**config.mk**
```make
export PLATFORM = sky130hd
export DESIGN_NAME = pix_dual_splitter
export DESIGN_NICKNAME = d
export VERILOG_FILES = /design/src/rtl/psp_pkg.sv /design/src/rtl/psp_fmt_mask.sv /design/src/rtl/psp_mode_ctrl.sv /design/src/rtl/psp_pair_phase.sv /design/src/rtl/psp_link_reg.sv /design/src/rtl/pix_dual_splitter.sv
export SDC_FILE = /design/constraint.sdc
export NUM_CORES = 1
export LEC_CHECK = 0
export BUFFER_PORTS_ARGS = -buffer_cell sky130_fd_sc_hd__buf_2
export CAP_MARGIN = 20
export CORE_MARGIN = 5
export CORE_UTILIZATION = 35
export DETAILED_ROUTE_END_ITERATION = 8
export GPL_TIMING_DRIVEN = 0
export SLEW_MARGIN = 20
export SYNTH_ARGS = -nofsm -noshare
export SYNTH_HDL_FRONTEND = slang
export SYNTH_HIERARCHICAL = 1
export SYNTH_SLANG_ARGS = --single-unit
```
**constraint.sdc**
```tcl
create_clock -name clk -period 2.3 [get_ports clk]
set_input_delay 0.115 -clock clk [delete_from_list [all_inputs] [get_ports clk]]
set_output_delay 0.115 -clock clk [all_outputs]
set_load 0.01 [all_outputs]
```
**src/rtl/psp_pkg.sv**
```systemverilog
package psp_pkg;

  typedef enum logic [1:0] {
    MODE_SINGLE = 2'b00,
    MODE_DUAL   = 2'b01,
    MODE_REPL   = 2'b10,
    MODE_RSVD   = 2'b11
  } link_mode_e;

  typedef struct packed {
    logic hs;
    logic vs;
    logic de;
  } sync_t;

  // Reserved code falls back to single-link operation.
  function automatic link_mode_e decode_mode(input logic [1:0] code);
    link_mode_e m;
    m = link_mode_e'(code);
    if (m == MODE_RSVD) m = MODE_SINGLE;
    return m;
  endfunction

  // Next pair phase: an odd slot leaves the pair half full (1), an even slot closes it (0).
  function automatic logic next_phase(input logic slot_is_odd);
    return slot_is_odd;
  endfunction

  // A slot is odd when data-enable just rose, or when no pair is open.
  function automatic logic odd_slot(input logic rise, input logic phase_open);
    return rise | ~phase_open;
  endfunction

endpackage

```
**src/rtl/psp_fmt_mask.sv**
```systemverilog
module psp_fmt_mask #(
  parameter int COLOR_W   = 8,
  parameter int N_COLORS  = 3,
  parameter int DROP_BITS = 2,
  localparam int PIX_W    = COLOR_W * N_COLORS
) (
  input  logic             fmt_18,
  input  logic [PIX_W-1:0] pix_i,
  output logic [PIX_W-1:0] pix_o
);

  localparam int KEEP_W = COLOR_W - DROP_BITS;

  for (genvar c = 0; c < N_COLORS; c++) begin : g_color
    assign pix_o[c*COLOR_W + DROP_BITS +: KEEP_W] = pix_i[c*COLOR_W + DROP_BITS +: KEEP_W];
    assign pix_o[c*COLOR_W +: DROP_BITS] = fmt_18 ? '0 : pix_i[c*COLOR_W +: DROP_BITS];
  end

endmodule

```
**src/rtl/psp_mode_ctrl.sv**
```systemverilog
module psp_mode_ctrl
  import psp_pkg::*;
(
  input  logic       clk,
  input  logic       rst_n,
  input  logic [1:0] mode_req,
  input  logic       de_in,
  output link_mode_e mode_q,
  output logic       mode_take
);

  // Mode requests are taken up only in blanking.
  assign mode_take = ~de_in;

  always_ff @(posedge clk or negedge rst_n) begin
    if (!rst_n) begin
      mode_q <= MODE_SINGLE;
    end else if (mode_take) begin
      mode_q <= decode_mode(mode_req);
    end
  end

endmodule

```
**src/rtl/psp_pair_phase.sv**
```systemverilog
module psp_pair_phase
  import psp_pkg::*;
(
  input  logic clk,
  input  logic rst_n,
  input  logic dual_en,
  input  logic de_in,
  output logic de_rise,
  output logic slot_odd,
  output logic slot_even
);

  logic de_prev;
  logic pair_open;

  assign de_rise   = de_in & ~de_prev;
  assign slot_odd  = odd_slot(de_rise, pair_open);
  assign slot_even = ~slot_odd;

  always_ff @(posedge clk or negedge rst_n) begin
    if (!rst_n) begin
      de_prev   <= 1'b0;
      pair_open <= 1'b0;
    end else begin
      de_prev   <= de_in;
      pair_open <= dual_en ? next_phase(slot_odd) : 1'b0;
    end
  end

endmodule

```
**src/rtl/psp_link_reg.sv**
```systemverilog
module psp_link_reg
  import psp_pkg::*;
#(
  parameter int PIX_W = 24
) (
  input  logic             clk,
  input  logic             rst_n,
  input  logic             ld,
  input  logic             ld_pix,
  input  logic [PIX_W-1:0] pix_d,
  input  sync_t            ctl_d,
  output logic [PIX_W-1:0] pix_q,
  output sync_t            ctl_q
);

  always_ff @(posedge clk or negedge rst_n) begin
    if (!rst_n) begin
      pix_q <= '0;
      ctl_q <= '0;
    end else if (ld) begin
      ctl_q <= ctl_d;
      if (ld_pix) pix_q <= pix_d;
    end
  end

endmodule

```
**src/rtl/pix_dual_splitter.sv**
```systemverilog
module pix_dual_splitter
  import psp_pkg::*;
#(
  parameter int COLOR_W   = 8,
  parameter int N_COLORS  = 3,
  parameter int DROP_BITS = 2,
  localparam int PIX_W    = COLOR_W * N_COLORS
) (
  input  logic             clk,
  input  logic             rst_n,
  input  logic [1:0]       mode_req,
  input  logic             fmt_18,
  input  logic [PIX_W-1:0] pix_in,
  input  logic             hs_in,
  input  logic             vs_in,
  input  logic             de_in,
  output logic             link_ce,
  output logic [1:0]       mode_act,
  output logic [PIX_W-1:0] odd_pix,
  output logic             odd_hs,
  output logic             odd_vs,
  output logic             odd_de,
  output logic [PIX_W-1:0] even_pix,
  output logic             even_hs,
  output logic             even_vs,
  output logic             even_de
);

  localparam int N_LINKS = 2;
  localparam int L_ODD   = 0;
  localparam int L_EVEN  = 1;

  // Named internal events, observed by the checker.
  link_mode_e       mode_q;
  logic             mode_take;
  logic             de_rise;
  logic             slot_odd;
  logic             slot_even;
  logic             dual_en;
  logic             pair_done;

  logic [PIX_W-1:0] cur_pix;
  sync_t            cur_ctl;
  logic [PIX_W-1:0] hold_pix;
  sync_t            hold_ctl;

  logic             ld     [N_LINKS];
  logic             ld_pix [N_LINKS];
  logic [PIX_W-1:0] pix_d  [N_LINKS];
  sync_t            ctl_d  [N_LINKS];
  logic [PIX_W-1:0] pix_q  [N_LINKS];
  sync_t            ctl_q  [N_LINKS];
  logic             ce_d;

  assign cur_ctl = '{hs: hs_in, vs: vs_in, de: de_in};

  psp_fmt_mask #(
    .COLOR_W  (COLOR_W),
    .N_COLORS (N_COLORS),
    .DROP_BITS(DROP_BITS)
  ) u_mask (
    .fmt_18(fmt_18),
    .pix_i (pix_in),
    .pix_o (cur_pix)
  );

  psp_mode_ctrl u_mode (
    .clk      (clk),
    .rst_n    (rst_n),
    .mode_req (mode_req),
    .de_in    (de_in),
    .mode_q   (mode_q),
    .mode_take(mode_take)
  );

  assign dual_en = (mode_q == MODE_DUAL);

  psp_pair_phase u_phase (
    .clk      (clk),
    .rst_n    (rst_n),
    .dual_en  (dual_en),
    .de_in    (de_in),
    .de_rise  (de_rise),
    .slot_odd (slot_odd),
    .slot_even(slot_even)
  );

  assign pair_done = dual_en & slot_even;

  // Odd-slot holding register for the first pixel of a pair.
  always_ff @(posedge clk or negedge rst_n) begin
    if (!rst_n) begin
      hold_pix <= '0;
      hold_ctl <= '0;
    end else if (dual_en && slot_odd) begin
      hold_pix <= cur_pix;
      hold_ctl <= cur_ctl;
    end
  end

  // Per-link load selection.
  always_comb begin
    ce_d = 1'b1;
    for (int l = 0; l < N_LINKS; l++) begin
      ld[l]     = 1'b1;
      ld_pix[l] = 1'b1;
      pix_d[l]  = cur_pix;
      ctl_d[l]  = cur_ctl;
    end
    unique case (mode_q)
      MODE_DUAL: begin
        ce_d          = pair_done;
        ld[L_ODD]     = pair_done;
        pix_d[L_ODD]  = hold_pix;
        ctl_d[L_ODD]  = hold_ctl;
        ld[L_EVEN]    = pair_done;
        // Even pixel data only moves on an active even slot (flush keeps it).
        ld_pix[L_EVEN] = de_in;
      end
      MODE_REPL: begin
        ce_d = 1'b1;
      end
      default: begin
        pix_d[L_EVEN] = '0;
        ctl_d[L_EVEN] = '0;
      end
    endcase
  end

  for (genvar g = 0; g < N_LINKS; g++) begin : g_link
    psp_link_reg #(.PIX_W(PIX_W)) u_reg (
      .clk   (clk),
      .rst_n (rst_n),
      .ld    (ld[g]),
      .ld_pix(ld_pix[g]),
      .pix_d (pix_d[g]),
      .ctl_d (ctl_d[g]),
      .pix_q (pix_q[g]),
      .ctl_q (ctl_q[g])
    );
  end

  always_ff @(posedge clk or negedge rst_n) begin
    if (!rst_n) link_ce <= 1'b0;
    else        link_ce <= ce_d;
  end

  assign mode_act = mode_q;
  assign odd_pix  = pix_q[L_ODD];
  assign odd_hs   = ctl_q[L_ODD].hs;
  assign odd_vs   = ctl_q[L_ODD].vs;
  assign odd_de   = ctl_q[L_ODD].de;
  assign even_pix = pix_q[L_EVEN];
  assign even_hs  = ctl_q[L_EVEN].hs;
  assign even_vs  = ctl_q[L_EVEN].vs;
  assign even_de  = ctl_q[L_EVEN].de;

endmodule

```
==> results.md, run 1 <==
* Outcome: finished, final reports clean
* Placed cell areas at 4735 µm²
* Req. time, crit path at 2510 ps
* Leakage at between 0.002 and 0.003 µW
* Setup TNS at 0 ps
* Sw power at 1134 µW
* Worst skew pair latency at 340 ps
* Comb pwr share at 23.8%
* Final setup viols at 0
* Fin. Hold Viols at 0
* Int Pwr at 3296 µW
* Post-Syn Area at ~4200 µm²
* DR vias/cell at 4.648
* Hold Crit Class: input pin to flip-flop
* Synth Warn # at 6
* Filler cells at between 1,000 and 1,500
* Reg-to-reg endpoint: g_link[1].u_reg/pix_q[2]
* Critical Path Source: u_mode/mode_q[1]
* CP Capture Type: flip-flop
* Slew Limit Headroom at 61.51%
* First-pass GRT wire length at 14,410 µm
* Placer Congestion at 0.7017
* Initial core utilization at between 30 and 40%
* RSZ-0062 raised after global routing: no
* Layout cell share with drive strength beyond 1 at 61.71%
* Root Driver: clkbuf_16
* Sw Ratio at 25.59%
* Max Slew Vio Count at 0
* Die Y at between 100 and 150 µm
* Peak VDD IR at 0.3945 mV
* Nets at around 390
* Critical path type: flip-flop to flip-flop
* Vias in the first global route at 2,617
* Clock sinks at 86
* Largest net degree at the start of global routing at 48
* Die Wd at 119.2 µm
* WL per Instance at 16.89 µm
* FF-to-FF path depth at 6
* Initial DRC Count at 64
* WL final at 8546 µm
* Min-delay src: pix_in[21]
* Setup Skew at 5.297 ps
* Max-cap violations at 0
* Worst EP arrival at 2350 ps
* Final period util at 92.87%
* Routed Antenna Nets at 0
* Crit-path max FO at 10
* Vias at 2,352
* Part of the power in registers at 44.2%
* Reg-to-reg slack, setup at 160 ps
* Initial antenna violation count at 1
* Longest Clk Path Bufs at 2
* GRT Overall Usage at about 13%
* Slew @ Worst Pin at just under 600 ps
* HPWL after detailed placement at 5982 µm
* Num CTS Buffers at 9
* Gr ovfl total at 0
* IO Pins at 89
* N_diodes at 0
* Port Buf Inserts at 70
* R2R Path Start: u_mode/mode_q[1]
* Drt pass-1 iters at 4
* Post-route cell area at 5049 µm²
* Pwr/cell area at 877.5 nW/µm²
* Post-Synthesis Cells at 274
* Part of the power in the clock network at 32.0%
* Area growth, synth to finish at 20.92%
* Area of the multi-input gates at 1794 µm²
* Syn Nets at 308
* Min cycle time layout at between 2000 and 2500 ps
* Fmax achieved at 468.2 MHz
* Post-CTS setup buffer count at 0
* TritonCTS clock tree: done
* Startpoint type of the worst setup path: flip-flop
* DRC viols at 0
* Number of placement rows at 39
* CORE AREA at 11,560 µm²
* H-tree Lvls at 3
* Die ar. at 14,210 µm²
* Reg clk slew, reported paths at 60 ps
* FF+latch area at about 2200 µm²
* Post-synthesis area per instance at 15.24 µm²
* Critical Path Sink: g_link[1].u_reg/pix_q[2]
[cell usage in the layout, fill, tap and decap left out, drive strengths merged]
| master | count |
|---|---|
| dlygate4sd3 | 3 |
| conb | 1 |
| or2b | 2 |
| nor2 | 1 |
| o21ai | 1 |
| mux2 | 108 |
| and2 | 1 |
| nand2b | 2 |
| clkbuf | 16 |
| nor2b | 33 |
| buf | 98 |
| ha | 2 |
| dfrtp | 86 |
| bufinv | 1 |
| inv | 1 |
| nand2 | 5 |
| a21boi | 1 |
| a22o | 1 |
[cell type report]
cell class / count / share of cell area (%)
clock buffers: 14 / 5.031
well taps: 143 / 3.544
repair buffers: 74 / 8.129
flip-flops and latches: 86 / 42.63
plain buffers: 29 / 4.461
multi-input cells: 158 / 35.54
inverters: 1 / 0.07435
clock inverters: 1 / 0.5948
[sequential cells by signal, indices dropped and copies added, names as in the netlist]
| signal | cells |
|---|---|
| hold_pix | 24 |
| hold_ctl | 3 |
| g_link.u_reg/pix_q | 48 |
| u_phase/de_prev | 1 |
| link_ce | 1 |
| u_phase/pair_open | 1 |
| g_link.u_reg/ctl_q | 6 |
| u_mode/mode_q | 2 |
[per-layer routing]
layer,share of wire (%),global-route usage [%]
met3,4.9,4.076
met4,1.9,5.648
met1,46,16.70
met5,0.23,0
met2,47,20.10
[power groups by stage]
stage	Sequential [µW]	Combinational [µW]	Clock, µW
5_1_grt	2000	1140	1530
6_report	1960	1050	1420
2_1_floorplan	2030	658	0
3_5_place_dp	1980	1070	0
4_1_cts	1960	1080	1480
3_3_place_gp	1970	1050	0
[repair_timing]
item                                   4_1_cts  5_1_grt
hold buffers                                 3        0
resized for setup                            0        0
endpoints found under the hold margin       41        0
[critical path, stage by stage, from the launching register on]
cell	delay, ps
dfrtp_1	390
inv_1	80
ha_1	320
or2b_1	460
nand2_4	220
buf_6	210
mux2_4	320
[metrics by stage]
step / power [µW] / hold slack, ps / setup slack (ps) / std cells / util, %
5_1_grt: 4675 / 13.11 / 22.93 / 506 / 43.65
6_report: 4430 / 24.20 / 164.1 / 506 / 43.65
4_1_cts: 4516 / 7.411 / 107.2 / 506 / 43.65
3_3_place_gp: 3014 / 305.8 / 163.2 / 487 / 40.68
3_5_place_dp: 3050 / 145.4 / 145.1 / 488 / 40.94
2_1_floorplan: 2691 / -180.6 / 398.2 / 274 / -
[how the worst min path moves through the flow]
stage | endpoint | cells after the start
final | hold_pix[21] | 2
after floorplan | g_link[0].u_reg/ctl_q[0] | 0
after global placement | u_mode/mode_q[1] | 2
after CTS | hold_pix[21] | 2
after detailed placement | g_link[1].u_reg/pix_q[15] | 1
after global routing | hold_pix[21] | 2
(Power assumes the default switching activity.)
==> inputs of run 2 (changes only) <==
--- a/config.mk
+++ b/config.mk
@@ -11,8 +11,10 @@
 export CORE_UTILIZATION = 35
 export DETAILED_ROUTE_END_ITERATION = 8
 export GPL_TIMING_DRIVEN = 0
+export MAX_ROUTING_LAYER = met4
 export SLEW_MARGIN = 20
 export SYNTH_ARGS = -nofsm -noshare
 export SYNTH_HDL_FRONTEND = slang
 export SYNTH_HIERARCHICAL = 1
 export SYNTH_SLANG_ARGS = --single-unit
+export TNS_END_PERCENT = 100
==> run 2 against run 1 <==
Total power is essentially flat. First-iteration DRC count rose by 41%. Critical endpoint unchanged. Die area did not move. Largest power group unchanged.
==> results.md, run 2 (synthesis results as in run 1) <==
* Pwr/cell area at 876.7 nW/µm² (was 877.5 nW/µm²)
* Area growth, synth to finish at 20.98% (was 20.92%)
* Sw Ratio at 25.56% (was 25.59%)
* Hold Crit Class: input pin to flip-flop (unchanged)
* Part of the power in the clock network at 32.0% (about the same)
* Final cell count without fillers at 507 (was 506)
* Top Registers: g_link.u_reg/pix_q x48, hold_pix x24, g_link.u_reg/ctl_q x6 (unchanged)
* Leakage at 0.002522 µW (unchanged)
* Outcome: finished, final reports clean (unchanged)
* Slew Limit Headroom at 61.46% (was 61.51%)
* Fin. Hold Viols at 0 (unchanged)
* Layout cell share with drive strength beyond 1 at 61.71% (unchanged)
* Crit path cell chain: inv_1 -> ha_1 -> or2b_1 -> nand2_4 -> buf_6 -> mux2_4 (unchanged)
* Largest net degree at the start of global routing at 48 (unchanged)
* Critical Path Max Stage Delay at 460 ps (about the same)
* DR vias/cell at 4.619 (was 4.648)
* Vias in the first global route at 2,618 (was 2,617)
* Longest Clk Path Bufs at 2 (unchanged)
* Area of the multi-input gates at 1794 µm² (unchanged)
* Root Driver: clkbuf_16 (unchanged)
* Clock sinks at 86 (unchanged)
* Final period util at 92.79% (was 92.87%)
* Post-CTS setup buffer count at 0 (unchanged)
* RSZ-0062 raised after global routing: no (unchanged)
* Routed Antenna Nets at 0 (unchanged)
* Critical path type: flip-flop to flip-flop (unchanged)
* WL final at 8539 µm (was 8546 µm)
* CORE AREA at 11,560 µm² (unchanged)
* Sw power at 1132 µW (was 1134 µW)
* Initial DRC Count at 90 (was 64)
* Drt pass-1 iters at 4 (unchanged)
* HPWL after detailed placement at 5982 µm (unchanged)
* Largest Register: g_link.u_reg/pix_q (unchanged)
* Worst Slack Setup Final at 165.8 ps (was 164.1 ps)
* TritonCTS clock tree: done (unchanged)
* Slew @ Worst Pin at 578.1 ps (was 577.3 ps)
* Filler cells at 1,066 (unchanged)
* DRC viols at 0 (unchanged)
* Placer Congestion at 0.7095 (was 0.7017)
* Commonest cells after routing, fill and taps aside: dfrtp_1, buf_2, mux2_4, mux2_2, nor2b_1 (unchanged)
* Gr ovfl total at 0 (unchanged)
* Comb pwr share at 23.8% (about the same)
* Reg clk slew, reported paths at 60 ps (about the same)
* Leading cell type in the layout, fill and taps excluded: dfrtp_1 (unchanged)
* Vias at 2,342 (was 2,352)
* Max FFs per register at 48 (unchanged)
* FF+latch area at 2152 µm² (unchanged)
* Max-cap violations at 0 (unchanged)
* Nets at 393 (unchanged)
* Die Y at 119.2 µm (unchanged)
* Peak VDD IR at 0.3947 mV (was 0.3945 mV)
* CP Capture Type: flip-flop (unchanged)
* Part of the power in registers at 44.2% (about the same)
* Die ar. at 14,210 µm² (unchanged)
* CP max stage cell: or2b_1 (unchanged)
* Initial antenna violation count at 1 (unchanged)
* Max Slew Vio Count at 0 (unchanged)
* FF-to-FF path depth at 6 (unchanged)
* WL per Instance at 16.84 µm (was 16.89 µm)
* Place WS at 145.1 ps (unchanged)
* Req. time, crit path at 2520 ps (was 2510 ps)
* Setup Skew at 5.274 ps (was 5.297 ps)
* Number of placement rows at 39 (unchanged)
* Crit-path max FO at 10 (unchanged)
* GRT Overall Usage at 13.30% (was 12.97%)
* Port Buf Inserts at 70 (unchanged)
* Worst EP arrival at 2350 ps (about the same)
* Cells after DPL at 488 (unchanged)
* Setup TNS at 0 ps (unchanged)
* Startpoint type of the worst setup path: flip-flop (unchanged)
* Hold Path Cell Cnt at 2 (unchanged)
* IO Pins at 89 (unchanged)
* H-tree Lvls at 3 (unchanged)
* First-pass GRT wire length at 14,370 µm (was 14,410 µm)
* Die Wd at 119.2 µm (unchanged)
* Worst skew pair latency at 340 ps (about the same)
* Num CTS Buffers at 9 (unchanged)
* Int Pwr at 3296 µW (about the same)
* Final setup viols at 0 (unchanged)
* Initial core utilization at 36.10% (unchanged)
* Fmax achieved at 468.6 MHz (was 468.2 MHz)
* Min cycle time layout at 2134 ps (was 2136 ps)
==> run 2: cell type report <==
class,instances,share of cell area (%)
Timing Repair Buffer,74,8.125
Multi-Input combinational cell,158,35.52
Clock buffer,14,5.028
Buffer,29,4.459
Sequential cell,86,42.61
Tap cell,143,3.542
Clock inverter,1,0.5945
Inverter,1,0.07431
Antenna cell,1,0.04954
==> run 2: worst max-delay path: cells and delay by family, from the launching register on <==
family | cells | cell delay [ps]
flip-flops | 1 | 390
multiplexers | 1 | 320
AND/OR/NAND/NOR | 2 | 680
adder cells (fa/ha/maj) | 1 | 320
buffers and inverters | 2 | 290
==> run 2: routing by layer <==
layer | vias to the layer above | global-route usage (%) | part of all wire [%]
met3 | 15 | 3.744 | 4.9
met2 | 52 | 20.17 | 47
met5 | - | - | 0
li1 | 1095 | - | -
met1 | 1180 | 16.70 | 47
met4 | 0 | 5.648 | 1.7
==> run 2: power by group through the flow <==
stage / clock network [µW] / registers (µW) / logic, µW
after CTS: 1480 / 1960 / 1080
after global placement: 0 / 1970 / 1050
after detailed placement: 0 / 1980 / 1070
after global routing: 1530 / 2000 / 1140
final: 1420 / 1960 / 1050
after floorplan: 0 / 2030 / 658
==> run 2: path summary, 6_finish.rpt <==
| kind | start | to | slack [ps] |
|---|---|---|---|
| max in group asynchronous | rst_n | g_link[1].u_reg/ctl_q[2] | 1370 |
| max | u_mode/mode_q[1] | g_link[1].u_reg/pix_q[2] | 170 |
| min | pix_in[21] | hold_pix[21] | 20 |
| min in group asynchronous | rst_n | g_link[0].u_reg/pix_q[15] | 300 |
| min reg2reg | u_phase/pair_open | u_phase/pair_open | 480 |
| max reg2reg | u_mode/mode_q[1] | g_link[1].u_reg/pix_q[2] | 170 |
==> run 2: timing repair <==
item	CTS	global route
hold endpoints to repair	41	0
gates resized for setup	0	0
hold buffers	3	0
==> run 2: per-stage QoR <==
step / hold WS (ps) / total power, µW / utilization (%) / cell area [µm²]
5_1_grt: 14.67 / 4673 / 43.68 / 5051
4_1_cts: 7.411 / 4516 / 43.65 / 5049
6_report: 24.83 / 4428 / 43.68 / 5051
3_3_place_gp: 305.8 / 3014 / 40.68 / 4705
2_1_floorplan: -180.6 / 2691 / - / 4175
3_5_place_dp: 145.4 / 3050 / 40.94 / 4735
